### config.mk
export PLATFORM = sky130hd
export DESIGN_NAME = dbg_rst_extender
export DESIGN_NICKNAME = d
export VERILOG_FILES = /design/src/rtl/dbgrst_pkg.sv /design/src/rtl/dbgrst_sync.sv /design/src/rtl/dbgrst_seq.sv /design/src/rtl/dbgrst_flag.sv /design/src/rtl/dbg_rst_extender.sv
export SDC_FILE = /design/constraint.sdc
export NUM_CORES = 1
export LEC_CHECK = 0
export ABC_AREA = 1
export CAP_MARGIN = 20
export CORE_AREA = 2 2 39 41
export CTS_CLUSTER_DIAMETER = 80
export CTS_CLUSTER_SIZE = 28
export DETAILED_ROUTE_END_ITERATION = 7
export DIE_AREA = 0 0 41 43
export PLACE_DENSITY = 0.42
export REMOVE_ABC_BUFFERS = 1
export SLEW_MARGIN = 0
export SYNTH_ARGS = -nofsm -noshare
export SYNTH_HDL_FRONTEND = slang
export SYNTH_SLANG_ARGS = --single-unit
### constraint.sdc
create_clock -name clk -period 2.52 [get_ports clk]
set_clock_uncertainty 0.2 [all_clocks]
set_input_delay 0.63 -clock clk [delete_from_list [all_inputs] [get_ports clk]]
set_output_delay 0.63 -clock clk [all_outputs]
set_load 0.01 [all_outputs]
### src/rtl/dbgrst_pkg.sv
package dbgrst_pkg;

    typedef enum logic [1:0] {
        ST_HOLD = 2'd0,
        ST_WAIT = 2'd1,
        ST_RUN  = 2'd2
    } rel_state_e;

    typedef struct packed {
        logic sys_rst;
        logic slow_sel;
        logic in_hold;
        logic cap_v;
        logic cap_ext;
    } rel_ctl_t;

    function automatic logic clr_hit(input logic wr, input logic bit_v, input logic sys_up);
        return wr & bit_v & sys_up;
    endfunction

endpackage

### src/rtl/dbgrst_sync.sv
module dbgrst_sync #(
    parameter int   STAGES  = 2,
    parameter logic RST_VAL = 1'b0
) (
    input  logic clk,
    input  logic rst,
    input  logic d,
    output logic q
);
    logic [STAGES-1:0] chain;

    generate
        if (STAGES == 1) begin : g_one
            always_ff @(posedge clk) begin
                if (rst) chain <= RST_VAL;
                else     chain <= d;
            end
        end else begin : g_multi
            always_ff @(posedge clk) begin
                if (rst) chain <= {STAGES{RST_VAL}};
                else     chain <= {chain[STAGES-2:0], d};
            end
        end
    endgenerate

    assign q = chain[STAGES-1];
endmodule

### src/rtl/dbgrst_seq.sv
module dbgrst_seq
    import dbgrst_pkg::*;
(
    input  logic     clk,
    input  logic     rst,
    input  logic     ext_rel,
    input  logic     dbg_lvl,
    input  logic     clk_ready,
    output rel_ctl_t ctl
);
    rel_state_e st, st_nx;

    always_comb begin
        st_nx = st;
        case (st)
            ST_HOLD: if (ext_rel) st_nx = ST_WAIT;
            ST_WAIT: begin
                if (!ext_rel)      st_nx = ST_HOLD;
                else if (clk_ready) st_nx = ST_RUN;
            end
            ST_RUN:  if (!ext_rel) st_nx = ST_HOLD;
            default: st_nx = ST_HOLD;
        endcase
    end

    always_ff @(posedge clk) begin
        if (rst) st <= ST_HOLD;
        else     st <= st_nx;
    end

    always_comb begin
        ctl.sys_rst  = (st != ST_RUN);
        ctl.slow_sel = (st == ST_HOLD);
        ctl.in_hold  = (st == ST_HOLD);
        ctl.cap_v    = (st == ST_HOLD) && ext_rel;
        ctl.cap_ext  = ~dbg_lvl;
    end
endmodule

### src/rtl/dbgrst_flag.sv
module dbgrst_flag
    import dbgrst_pkg::*;
(
    input  logic     clk,
    input  logic     rst,
    input  rel_ctl_t ctl,
    input  logic     clr_req,
    output logic     ext
);
    always_ff @(posedge clk) begin
        if (rst)              ext <= 1'b0;
        else if (ctl.in_hold) ext <= ctl.cap_v ? ctl.cap_ext : 1'b0;
        else if (clr_req)     ext <= 1'b0;
    end
endmodule

### src/rtl/dbg_rst_extender.sv
module dbg_rst_extender
    import dbgrst_pkg::*;
#(
    parameter int SYNC_STAGES = 2
) (
    input  logic clk,
    input  logic por_i,
    input  logic ext_rst_n_i,
    input  logic dbg_clk_i,
    input  logic clk_ready_i,
    input  logic wr_en_i,
    input  logic wr_bit_i,
    output logic sys_rst_o,
    output logic cpu_rst_o,
    output logic slow_clk_sel_o,
    output logic ext_status_o
);
    logic     ext_rel;
    logic     dbg_lvl;
    logic     ext_q;
    logic     clr_req;
    rel_ctl_t ctl;

    dbgrst_sync #(.STAGES(SYNC_STAGES), .RST_VAL(1'b0)) u_ext_sync (
        .clk(clk), .rst(por_i), .d(ext_rst_n_i), .q(ext_rel)
    );

    dbgrst_sync #(.STAGES(SYNC_STAGES), .RST_VAL(1'b0)) u_dbg_sync (
        .clk(clk), .rst(por_i), .d(dbg_clk_i), .q(dbg_lvl)
    );

    dbgrst_seq u_seq (
        .clk(clk), .rst(por_i), .ext_rel(ext_rel), .dbg_lvl(dbg_lvl),
        .clk_ready(clk_ready_i), .ctl(ctl)
    );

    assign clr_req = clr_hit(wr_en_i, wr_bit_i, ~ctl.sys_rst);

    dbgrst_flag u_flag (
        .clk(clk), .rst(por_i), .ctl(ctl), .clr_req(clr_req), .ext(ext_q)
    );

    assign sys_rst_o      = ctl.sys_rst;
    assign cpu_rst_o      = ctl.sys_rst | ext_q;
    assign slow_clk_sel_o = ctl.slow_sel;
    assign ext_status_o   = ext_q & ~ctl.sys_rst;
endmodule

# After elaboration in Yosys (flattened, before gate mapping)
# Index checks and enable logic that the tools add are counted.
# word_totals
regBits	7
wordCells	28
out_inout_bits	4
# classes
mux	8
n_bitwise	6
reduce_logical	4
n_eq_ne	6
# ops
op	n
2-bit 2-to-1 mux	4
2-bit one-hot mux with 3 select lines	1
2-bit != test (second input constant)	2
1-bit AND	3
1-bit 2-to-1 mux	3
3-bit != test (second input constant)	1
3-bit AND reduction	1
2-bit by 1-bit equality test with 1-bit output (second input constant)	1
2-bit equality test (second input constant)	1
2-bit zero test	1
2-bit by 1-bit != test with 1-bit output (second input constant)	1
1-bit inverter	2
2-bit nonzero test	1
1-bit logical AND	1
1-bit bitwise OR	1

# Depth between registers and ports, before layout
# Gate-level depths: netlist of the first run.
# logic_depth
ltp_word	5
ltp_mapped	5

# By module
# A second synthesis of the first run with hierarchy kept.
# hier_totals
hier_cells	45
hier_area_um2	302.8
# by_module_without_submodules
module	instances	cells_per_inst	area_each_um2
dbgrst_seq	1	19	118.9
dbgrst_sync	2	6	55.1
dbgrst_flag	1	9	52.6
dbg_rst_extender	1	5	21.3

# Worst setup path after synthesis of the first run
# No wires, ideal clock.
# synth_timing
path_kind	flip-flop to output port
startpoint	register u_seq.st[1]
endpoint	output ext_status_o
required_time_ps	1690
t_arrival_ps	790
path_stages_with_launch	5
setup_slack_ps	900
cell_sequence	dfxtp_1 inv_1 nor2_2 inv_1 nor2_1
# synth_between
elab_chain_len	3
# synth_rtl
element	line_no	rtl
start, declared	dbgrst_seq.sv:11	rel_state_e st, st_nx;
start signal, assigned	dbgrst_seq.sv:28	else st <= st_nx;
2-bit != test	dbgrst_seq.sv:32	ctl.sys_rst = (st != ST_RUN);
named net sys_rst_o	dbg_rst_extender.sv:13	output logic sys_rst_o,
1-bit inverter	dbg_rst_extender.sv:46	assign ext_status_o = ext_q & ~ctl.sys_rst;
1-bit AND	dbg_rst_extender.sv:46	
end, declared	dbg_rst_extender.sv:16	output logic ext_status_o
# The timed path passes the listed nets, and every way through them passes these cells.

# Worst setup path in the final report of the first run
# layout_timing
startpoint	register u_seq.st[1]
endpoint	output ext_status_o
# layout_between
elab_chain_len	3
# layout_rtl
element	line_no
2-bit != test	dbgrst_seq.sv:32
1-bit inverter	dbg_rst_extender.sv:46
1-bit AND	dbg_rst_extender.sv:46
# Every way passes these cells.

==> flow_results.xml, run 1 <==
<?xml version="1.0" encoding="UTF-8"?>
<metrics>
  <group name="cells_and_area">
    <metric name="post_route_cells_drive_above_1_share" unit="%">12.0</metric>
    <metric name="antenna-diode-count" unit="">0</metric>
    <metric name="design.final.nets" unit="">58</metric>
    <metric name="final-instance-count-excl-fill" unit="">66</metric>
    <metric name="areaGrowthSynthToFinish" unit="%">55.7</metric>
  </group>
  <group name="route">
    <metric name="vias_post_dr" unit="">238</metric>
    <metric name="routedWlPerCell" unit="um">6.64</metric>
    <metric name="first_pass_iters" unit="">3</metric>
    <metric name="detail_route.wirelength" unit="um">438</metric>
    <metric name="post_drt_via_cell_ratio" unit="">3.61</metric>
    <metric name="detailedRoute.firstIterationViolations" unit="">5</metric>
    <metric name="drc" unit="">0</metric>
    <metric name="antenna_left" unit="">0</metric>
  </group>
  <group name="logic_synthesis">
    <metric name="post_synth_instance_area" unit="um2">263</metric>
    <metric name="avgSynthCellArea" unit="um2">7.30</metric>
    <metric name="ys_warn_count" unit="">0</metric>
    <metric name="post_synth_inst_count" unit="">36</metric>
    <metric name="synth_sequential_area_ratio" unit="%">53.3</metric>
    <metric name="synth.ff_latch_count" unit="">7</metric>
    <metric name="synth_top_cells_by_area" unit="">dfxtp_1, inv_1, nor2_1</metric>
    <metric name="most_area_hungry_cell_type_in_the_yosys_netlist" unit="">dfxtp_1</metric>
    <metric name="synth_cell_type_count" unit="">8</metric>
    <metric name="share_of_yosys_cell_area_claimed_by_the_top_area_cell_type" unit="%">53.3</metric>
  </group>
  <group name="job">
    <metric name="drv_cap" unit="">0</metric>
  </group>
  <group name="sta">
    <metric name="fin_crit" unit="ns">2.34</metric>
    <metric name="final.period_utilization" unit="%">92.7</metric>
    <metric name="setup_viol_count_final" unit="">0</metric>
    <metric name="max_freq" unit="MHz">428</metric>
    <metric name="timing_hold_violations_final" unit="">0</metric>
    <metric name="worst-slew-pin-transition" unit="ns">0.206</metric>
    <metric name="rsz0062_at_grt" unit="">no</metric>
    <metric name="final-max-slew-violation-count" unit="">0</metric>
    <metric name="worst_slack" unit="ns">0.185</metric>
    <metric name="tns" unit="ns">0</metric>
    <metric name="relSlewSlack" unit="%">86.2</metric>
  </group>
  <group name="clock_network">
    <metric name="cts_repair_resize_count" unit="">0</metric>
    <metric name="clock-sinks" unit="">7</metric>
    <metric name="ctsLongestPathBuffers" unit="">2</metric>
    <metric name="insertion_delay_of_the_later_clocked_pin_in_the_worst_skew_pair" unit="ns">0.25</metric>
    <metric name="clock-root-buffer" unit="">clkbuf_4</metric>
    <metric name="cts_htree_levels" unit="">1</metric>
    <metric name="post_cts_buffers" unit="">0</metric>
    <metric name="cts.clk_slew.worst_paths" unit="ns">0.05</metric>
    <metric name="tritoncts" unit="">yes</metric>
    <metric name="cts-hold-fix-buffers" unit="">0</metric>
    <metric name="cts_buffers" unit="">3</metric>
  </group>
  <group name="global_route">
    <metric name="grt_pass1_wl" unit="um">786</metric>
    <metric name="antenna_found_initial" unit="">0</metric>
    <metric name="pin_count_of_the_biggest_net_entering_global_routing" unit="">7</metric>
    <metric name="grt_util_all_layers" unit="%">7.34</metric>
    <metric name="grt-ovfl-total" unit="">0</metric>
    <metric name="grt_pass1_vias" unit="">211</metric>
  </group>
  <group name="power">
    <metric name="p_sw_share" unit="%">20.4</metric>
    <metric name="clockPowerShare" unit="%">43.0</metric>
    <metric name="power_switching" unit="uW">47.7</metric>
    <metric name="worst_ir_drop_vdd" unit="mV">0.192</metric>
    <metric name="power_frac_seq" unit="%">49.5</metric>
    <metric name="intPower" unit="uW">187</metric>
    <metric name="p_leak" unit="nW">0.177</metric>
    <metric name="power_frac_comb" unit="%">7.5</metric>
    <metric name="power_density" unit="nW/um2">573</metric>
  </group>
  <group name="die">
    <metric name="start_util" unit="%">19.0</metric>
    <metric name="fp.dieH" unit="um">43</metric>
    <metric name="num_io_pins" unit="">11</metric>
    <metric name="coreArea" unit="um2">1380</metric>
    <metric name="floorplan.rows" unit="">14</metric>
    <metric name="dieWidth" unit="um">41</metric>
    <metric name="die_area" unit="um2">1760</metric>
  </group>
  <group name="setup_path">
    <metric name="worstPathRequired" unit="ns">1.69</metric>
    <metric name="worst_path_cell_chain" unit="">inv_1 &gt; nor2_2 &gt; inv_1 &gt; nor2_1 &gt; clkdlybuf4s50_1</metric>
    <metric name="critical-path-slowest-cell" unit="">clkdlybuf4s50_1</metric>
    <metric name="critical_path.most_common_cell" unit="">inv_1</metric>
    <metric name="timing.critical_path.fanout_max" unit="">4</metric>
    <metric name="kind_of_launch_point_of_the_worst_setup_path" unit="">flop</metric>
    <metric name="crit_path_end_kind" unit="">output port</metric>
    <metric name="setup.worst_path.class" unit="">flop to output port</metric>
    <metric name="worst_path_largest_cell_delay" unit="ns">0.53</metric>
    <metric name="cp_data_arrival_time" unit="ns">1.51</metric>
  </group>
  <group name="place">
    <metric name="dp.cells" unit="">62</metric>
    <metric name="numPortBuffers" unit="">10</metric>
    <metric name="dpl.hpwl" unit="um">339</metric>
    <metric name="dpl_worst_slack" unit="ns">0.432</metric>
    <metric name="gp_congestion" unit="">0.584</metric>
  </group>
  <group name="min_path">
    <metric name="hold_path.class" unit="">flop to flop</metric>
  </group>
  <group name="status">
    <metric name="result_of_the_run" unit="">finished, final reports clean</metric>
  </group>
</metrics>
==> cells in the final DEF (no fill, tap or decap) <==
cell / count
clkdlybuf4s50_1: 10
a21oi_1: 1
dfxtp_1: 7
o21a_1: 1
nor2_1: 9
clkbuf_1: 1
inv_1: 9
nor2_2: 2
and3_2: 1
nand2_1: 6
clkbuf_4: 3
==> area by class of cell <==
type,instances,area [um2]
clock buffer,4,26.3
fill,161,975
inverter,9,33.8
multi-input combinational,20,88.8
sequential,7,140
tap,16,20.0
timing repair buffer,10,100
==> cells in the mapped netlist <==
| master | n |
|---|---|
| inv_1 | 9 |
| nand2_1 | 6 |
| o21a_1 | 1 |
| nor2_1 | 9 |
| and3_2 | 1 |
| nor2_2 | 2 |
| a21oi_1 | 1 |
| dfxtp_1 | 7 |
==> sequential cells by signal (all words and copies together), names as in the netlist <==
signal,cells
u_ext_sync.chain,2
u_flag.ext,1
u_dbg_sync.chain,2
u_seq.st,2
==> kinds of logic after synthesis <==
group | synth area share (%)
and+or+nand+nor | 29.0
AOI/OAI and AO/OA | 4.76
buffers and inverters | 12.9
DFF | 53.3
==> power by group through the flow <==
stage / logic [mW] / registers (mW) / clock network, mW
global route: 0.0205 / 0.116 / 0.116
CTS: 0.0180 / 0.116 / 0.107
finish: 0.0176 / 0.116 / 0.101
floorplan: 0.00579 / 0.118 / 0
global placement: 0.0178 / 0.118 / 0
detailed placement: 0.0179 / 0.118 / 0
==> final timing paths <==
| check | from | end | slack, ns | depth (start not counted) |
|---|---|---|---|---|
| min reg2reg | u_dbg_sync.chain[0]$_SDFF_PP0_ | u_dbg_sync.chain[1]$_SDFF_PP0_ | 0.20 | 2 |
| max | u_seq.st[1]$_SDFFE_PP0P_ | ext_status_o | 0.18 | 5 |
| min | u_dbg_sync.chain[0]$_SDFF_PP0_ | u_dbg_sync.chain[1]$_SDFF_PP0_ | 0.20 | 2 |
| max reg2reg | u_seq.st[1]$_SDFFE_PP0P_ | u_flag.ext$_SDFFE_PP0P_ | 1.45 | 5 |
==> worst max-delay path, delay by kind of cell, from the launching register on <==
| kind | cells | cell delay [ns] |
|---|---|---|
| simple gates | 2 | 0.22 |
| buf+inv | 3 | 0.67 |
| flops | 1 | 0.36 |
==> through the flow <==
stage          utilization, %  hold WS [ns]  power [mW]  instance area [um2]
6_report                 29.6         0.202       0.234                  409
5_1_grt                  29.6         0.210       0.253                  409
4_1_cts                  29.6         0.205       0.241                  409
3_5_place_dp             27.7         0.195       0.136                  383
3_3_place_gp             27.7         0.190       0.136                  383
2_1_floorplan               -         0.188       0.124                  263
==> metal layers <==
metal	GRT usage, %	part of all wire (%)	wire length (um)	vias to the layer above
met4	8.00	5.7	25	0
met1	8.71	46	201	91
met5	0	0	0	-
met3	4.71	13	59	3
li1	-	-	-	130
met2	7.81	35	152	14
Note: power is estimated with default switching activity, not from simulation.
==> run 2, diff against run 1 <==
--- a/config.mk
+++ b/config.mk
@@ -14,7 +14,7 @@
 export DIE_AREA = 0 0 41 43
 export PLACE_DENSITY = 0.42
 export REMOVE_ABC_BUFFERS = 1
-export SLEW_MARGIN = 0
+export SLEW_MARGIN = 20
 export SYNTH_ARGS = -nofsm -noshare
 export SYNTH_HDL_FRONTEND = slang
 export SYNTH_SLANG_ARGS = --single-unit
==> results of run 2 <==
The final DEF is identical to that of run 1; final timing and power are the same.
==> run 3, diff against run 2 <==
--- a/config.mk
+++ b/config.mk
@@ -14,7 +14,7 @@
 export DIE_AREA = 0 0 41 43
 export PLACE_DENSITY = 0.42
 export REMOVE_ABC_BUFFERS = 1
-export SLEW_MARGIN = 20
+export SKIP_LAST_GASP = 1
 export SYNTH_ARGS = -nofsm -noshare
 export SYNTH_HDL_FRONTEND = slang
 export SYNTH_SLANG_ARGS = --single-unit
==> results of run 3 <==
The final DEF is identical to that of run 1; final timing and power are the same.
